## config.mk

```make
export PLATFORM = sky130hd
export DESIGN_NAME = alarm_timer64
export DESIGN_NICKNAME = d
export VERILOG_FILES = /design/src/rtl/alarm_timer64.sv
export SDC_FILE = /design/constraint.sdc
export NUM_CORES = 1
export LEC_CHECK = 0
export ABC_AREA = 1
export CAP_MARGIN = 0
export CORE_MARGIN = 5
export CORE_UTILIZATION = 55
export DETAILED_ROUTE_END_ITERATION = 16
export GPL_TIMING_DRIVEN = 0
export PLACE_DENSITY_LB_ADDON = 0.08
export SLEW_MARGIN = 20
export SYNTH_ARGS = -nofsm -noshare
export SYNTH_HDL_FRONTEND = slang
export SYNTH_SLANG_ARGS = --single-unit
```

## constraint.sdc

```tcl
create_clock -name clk -period 2.2 [get_ports clk]
set_clock_uncertainty 0.15 [all_clocks]
set_input_delay 0.44 -clock clk [delete_from_list [all_inputs] [get_ports clk]]
set_output_delay 0.44 -clock clk [all_outputs]
set_load 0.1 [all_outputs]
```

## src/rtl/alarm_timer64.sv

```systemverilog
module alarm_timer64 #(
  parameter int          AW      = 12,
  parameter logic [63:0] STEP_NS = 64'd1
) (
  input  logic          clk,
  input  logic          rst_n,
  input  logic          tick,
  input  logic          wr_en,
  input  logic          rd_en,
  input  logic [AW-1:0] addr,
  input  logic [31:0]   wdata,
  output logic [31:0]   rdata,
  output logic          irq
);

  localparam logic [2:0] W_CNT_LO = 3'd0, W_CNT_HI = 3'd1, W_ALM_LO = 3'd2,
                         W_ALM_HI = 3'd3, W_IRQ_EN = 3'd4, W_DISARM = 3'd5,
                         W_STATUS = 3'd6, W_ACK    = 3'd7;

  logic [63:0] cnt, alarm;
  logic [31:0] stage_hi, shadow;
  logic        en, armed, pend;

  logic       hit;
  logic [2:0] wsel;
  assign hit  = (addr[AW-1:5] == '0) && (addr[1:0] == 2'b00);
  assign wsel = addr[4:2];

  logic wr_alo, wr_ahi, wr_en_reg, wr_disarm, wr_ack, rd_clo;
  assign wr_alo    = wr_en && hit && (wsel == W_ALM_LO);
  assign wr_ahi    = wr_en && hit && (wsel == W_ALM_HI);
  assign wr_en_reg = wr_en && hit && (wsel == W_IRQ_EN);
  assign wr_disarm = wr_en && hit && (wsel == W_DISARM);
  assign wr_ack    = wr_en && hit && (wsel == W_ACK);
  assign rd_clo    = rd_en && hit && (wsel == W_CNT_LO);

  logic fire;
  assign fire = armed && ($signed(cnt) >= $signed(alarm));

  always_ff @(posedge clk) begin
    if (!rst_n) begin
      cnt      <= '0;
      alarm    <= '0;
      stage_hi <= '0;
      shadow   <= '0;
      en       <= 1'b0;
      armed    <= 1'b0;
      pend     <= 1'b0;
    end else begin
      if (tick)      cnt      <= cnt + STEP_NS;
      if (rd_clo)    shadow   <= cnt[63:32];
      if (wr_ahi)    stage_hi <= wdata;
      if (wr_alo)    alarm    <= {stage_hi, wdata};
      if (wr_en_reg) en       <= wdata[0];

      if (wr_alo)                armed <= 1'b1;
      else if (wr_disarm || fire) armed <= 1'b0;

      if (fire)        pend <= 1'b1;
      else if (wr_ack) pend <= 1'b0;
    end
  end

  always_comb begin
    rdata = '0;
    if (hit) begin
      case (wsel)
        W_CNT_LO: rdata = cnt[31:0];
        W_CNT_HI: rdata = shadow;
        W_ALM_LO: rdata = alarm[31:0];
        W_ALM_HI: rdata = stage_hi;
        W_IRQ_EN: rdata = {31'b0, en};
        W_STATUS: rdata = {31'b0, armed};
        default:  rdata = '0;
      endcase
    end
  end

  assign irq = pend & en;

endmodule


```

# --- After elaboration in Yosys (flattened, before gate mapping) ---
# Cells that the tools add are included.
word_totals:
  reg_bits: 195
  inputBits: 49
  out_inout_bits: 33
classes:
  addsub: 1
  order_cmp: 1
  eq_ne: 7
  n_mux: 6
  bitwise_logic: 1
  reduce_logical: 16
ops:
  columns: ["operator", "count"]
  rows:
  - ["$pmux 32 s6", 1]
  - ["$add 64x1->64 const B", 1]
  - ["$ge 64x64->1", 1]
  - ["$mux 32", 1]
  - ["$eq 3x3->1 const B", 4]
  - ["$logic_and 1x1->1", 10]
  - ["$logic_not 7->1", 1]
  - ["$eq 3x2->1 const B", 2]
  - ["$mux 1", 4]
  - ["$reduce_bool 2->1", 2]
  - ["$eq 3x1->1 const B", 1]
  - ["$logic_not 3->1", 1]
  - ["$logic_not 2->1", 1]
  - ["$and 1x1->1", 1]
  - ["$logic_or 1x1->1", 1]

# --- Logic depth before layout (Yosys ltp) ---
depth:
  depth_word: 7
  mapped_depth: 17
  mapped_depth_nobuf: 17

# --- Worst setup path after synthesis ---
# OpenSTA, ideal clock, no wires.
synth_path:
  path_type: "input port to output port"
  startpoint: "input port addr[4]"
  endpoint: "output port rdata[21]"
  arrival_time_ns: 3.062
  required_time_ns: 1.610
  slack_ns: -1.452
  stages: 6
  n_path_buf: 3
  path_cell_list: "clkbuf_1 -> inv_1 -> clkbuf_1 -> buf_1 -> nand3_1 -> a31oi_1"
synth_between:
  elab_chain_cells: 3
  word_cells_on_any_way: 8
  cone_classes: "eq/ne: 5; mux: 2; reduce/logical: 1"
synth_rtl:
  columns: ["element", "line", "text"]
  rows:
  - ["from (decl)", "10", "input logic [AW-1:0] addr,"]
  - ["$eq 3x3->1 (tied with other cells)", "67", "case (wsel)"]
  - ["$pmux 32 s6 (*)", "67", null]
  - ["$mux 32 (*)", "66", "if (hit) begin"]
  - ["to (decl)", "12", "output logic [31:0] rdata,"]
# Every way passes the cells marked *; elsewhere a longest branch is shown, timed or not.

# --- Worst setup path in the final report ---
layout_path:
  startpoint: "input port addr[2]"
  endpoint: "output port rdata[8]"
# Same word-level chain as after synthesis.

==> flow_metrics.env <==
export IMPL_cp_max_fo=9
export IMPL_layout_common_cells="196 x nand2_1, 175 x inv_1, 173 x a21oi_1"
export IMPL_synthArstFlopShare_pct=0
export IMPL_startpoint_type="primary input"
export IMPL_gr_usage_met2_pct=60.1
export IMPL_cts_root_buf="clkbuf_16"
export IMPL_boundaryPins=82
export IMPL_fin_setup_tns_ns=-4.78
export IMPL_initial_core_util_pct=56.3
export IMPL_gr_total_overflow=0
export IMPL_yosysSeqAreaShare_pct=36.7
export IMPL_vias=12100
export IMPL_endpoint="rdata[8]"
export IMPL_r2r_start="alarm[15]"
export IMPL_fin_ws_ns=-0.190
export IMPL_critical_path_class="in -> out"
export IMPL_grt_pass1_wl_um=64400
export IMPL_row_count=50
export IMPL_cts_sinks=195
export IMPL_place_congestion=1.03
export IMPL_p_sw_mw=1.90
export IMPL_grt_use_met1_pct=48.0
export IMPL_hold_buffers=0
export IMPL_clk_path_buf_depth=2
export IMPL_outcome="complete, but fails checks"
export IMPL_port_buffers=79
export IMPL_core_area_um2=18900
export IMPL_cts_buffers=17
export IMPL_avgRoutedWirePerCell_um=22.9
export IMPL_htree_levels=4
export IMPL_rr_endpoint="pend"
export IMPL_area_growth_syn_to_layout_pct=42.1
export IMPL_fin_crit_ns=2.39
export IMPL_synth_flop_cell="dfxtp_1"
export IMPL_yosys_cell_types_count=38
export IMPL_clock_latency_ns=0.45
export IMPL_fmax_ghz=0.418
export IMPL_r2r_slack_ns=-0.05
export IMPL_comb_power_share_pct=7.3
export IMPL_stdcell_area_um2=15100
export IMPL_cts_tree="yes"
export IMPL_arrival_ns=1.80
export IMPL_p_sw_share_pct=25.9
export IMPL_die_y_um=149
export IMPL_p_leak_nw=5.38
export IMPL_synthCells=1513
export IMPL_pwr_share_clk_pct=44.6
export IMPL_drv_slew=0
export IMPL_die_x_um=149
export IMPL_post_dp_cell_area_um2=12500
export IMPL_nNetsFinal=1778
export IMPL_vdd_drop_max_mv=0.548
export IMPL_yosys_warnings=0
export IMPL_ys_ff_latch=195
export IMPL_synth_top_area_share_pct=36.7
export IMPL_rsz0062_at_grt="yes"
export IMPL_detail_route_first_pass_iterations=6
export IMPL_drive_gt1_share_pct=28.2
export IMPL_grt_max_degree=19
export IMPL_ant_nets=0
export IMPL_dpl_hpwl_um=31600
export IMPL_grt_pass1_vias=11400
export IMPL_drt_iter0_drc=1415
export IMPL_worstSetupStartpoint="addr[2]"
export IMPL_vias_per_cell=6.26
export IMPL_hold_viol=0
export IMPL_synth_area_um2=10600
export IMPL_syn_nets=1627
export IMPL_cp_required_ns=1.61
export IMPL_antenna_found_initial=0
export IMPL_yosys_area_top_type="dfxtp_1"
export IMPL_endpoint_kind="output port"
export IMPL_avgSynthCellArea_um2=7.04
export IMPL_post_route_period_util_pct=109
export IMPL_setup_viol=35
export IMPL_drv_cap=0
export IMPL_globalRouteMet3Util_pct=7.35
export IMPL_cts_clk_slew_worst_paths_ns=0.07
export IMPL_powerDensity_nw_per_um2=485
export IMPL_synthTopCellsByArea="dfxtp_1 37%, a21oi_1 8.3%, ha_1 7.6%"
export IMPL_wl_um=44300
export IMPL_die_area_um2=22200
export IMPL_pwr_share_seq_pct=48.2
export IMPL_grt_usage_pct=37.9
export IMPL_failed_checks="negative setup slack"
export IMPL_dp_slack_ns=-1.84
export IMPL_synth_edf_count=0
export IMPL_final_common_cell="nand2_1"
export IMPL_worst_slew_pin_slew_ns=0.803
export IMPL_grt_busiest_layer="met2"
export IMPL_max_slew_margin_pct=46.5
export IMPL_p_int_mw=5.44
export IMPL_drc=0
export IMPL_ff2ff_path_depth=10
export IMPL_n_antenna_cell=0
export IMPL_hold_path_class="in -> reg"
registers in the layout, summed over array words and instances, names as in the netlist:
name,flops
stage_hi,32
pend,1
armed,1
en,1
shadow,32
alarm,64
cnt,64
logic make-up (layout without fill, tap and decap cells):
family | count (synthesis) | count (layout) | share of synthesized area, %
buf+inv | 275 | 438 | 9.85
simple gates | 580 | 580 | 24.8
compound gates | 390 | 390 | 20.4
fa+ha+maj | 65 | 65 | 7.64
xor+xnor | 8 | 8 | 0.658
flops | 195 | 195 | 36.7
worst min-delay path by stage:
stage | start | end | slack (ns) | cells past startpoint
floorplan | alarm[60] | alarm[60] | 0.28 | 2
global placement | alarm[58] | alarm[58] | 0.30 | 2
detailed placement | alarm[32] | alarm[32] | 0.30 | 2
CTS | tick | cnt[0] | 0.12 | 2
global route | tick | cnt[0] | 0.14 | 2
finish | tick | cnt[0] | 0.14 | 2
Yosys cell counts (8+ instances only):
library cell	count
nor2_2	11
o21ai_0	134
a211oi_1	25
a221oi_1	26
nor2_1	149
xor2_1	8
nand2_1	215
nor3_1	44
nand3_1	97
inv_1	191
nor3_2	8
dfxtp_1	195
clkbuf_1	59
nand4_1	32
inv_2	11
ha_1	65
a21oi_1	177
metal layers:
layer / share of wire [%] / wire [µm] / up-vias
li1: - / - / 5445
met1: 38 / 16800 / 5685
met2: 45 / 20100 / 805
met3: 9.7 / 4290 / 189
met4: 7.1 / 3150 / 0
met5: 0 / 0 / -
final cells by class:
cell class | count | area (µm²)
Fill cell | 1296 | 3770
Buffer | 73 | 602
Timing Repair Buffer | 132 | 1630
Clock inverter | 14 | 170
Multi-Input combinational cell | 1043 | 7210
Clock buffer | 17 | 425
Tap cell | 260 | 325
Inverter | 202 | 774
Sequential cell | 195 | 3990
power by group through the flow:
stage / registers (mW) / logic, mW / clock network (mW)
global placement: 3.62 / 0.399 / 0
detailed placement: 3.62 / 0.404 / 0
global route: 3.53 / 0.550 / 3.37
CTS: 3.54 / 0.469 / 3.24
finish: 3.53 / 0.533 / 3.27
floorplan: 3.62 / 0.202 / 0
what timing repair did:
action                     CTS  global route
hold endpoints to repair     0             0
buffers inserted            28            17
setup endpoints to repair  151           104
cloned                       5             4
pin swaps                   55            41
resized for setup          467           175
critical path, stage by stage:
cell and delay [ns]:
buf_8 0.09, clkinvlp_4 0.10, buf_6 0.13, nor2_4 0.10, buf_12 0.16, clkbuf_16 0.16, buf_12 0.10, nand3_4 0.06
a31oi_4 0.24, buf_12 0.20
per-stage QoR:
step	hold WS (ns)	utilization [%]	cells	power, mW
after detailed placement	0.303	66.1	1852	4.02
final	0.138	80.0	1936	7.33
after global routing	0.137	80.0	1936	7.45
after CTS	0.125	76.4	1916	7.24
after floorplan	0.283	-	1513	3.82
after global placement	0.297	66.1	1852	4.02
No activity file was read; power rests on OpenSTA's default activity.
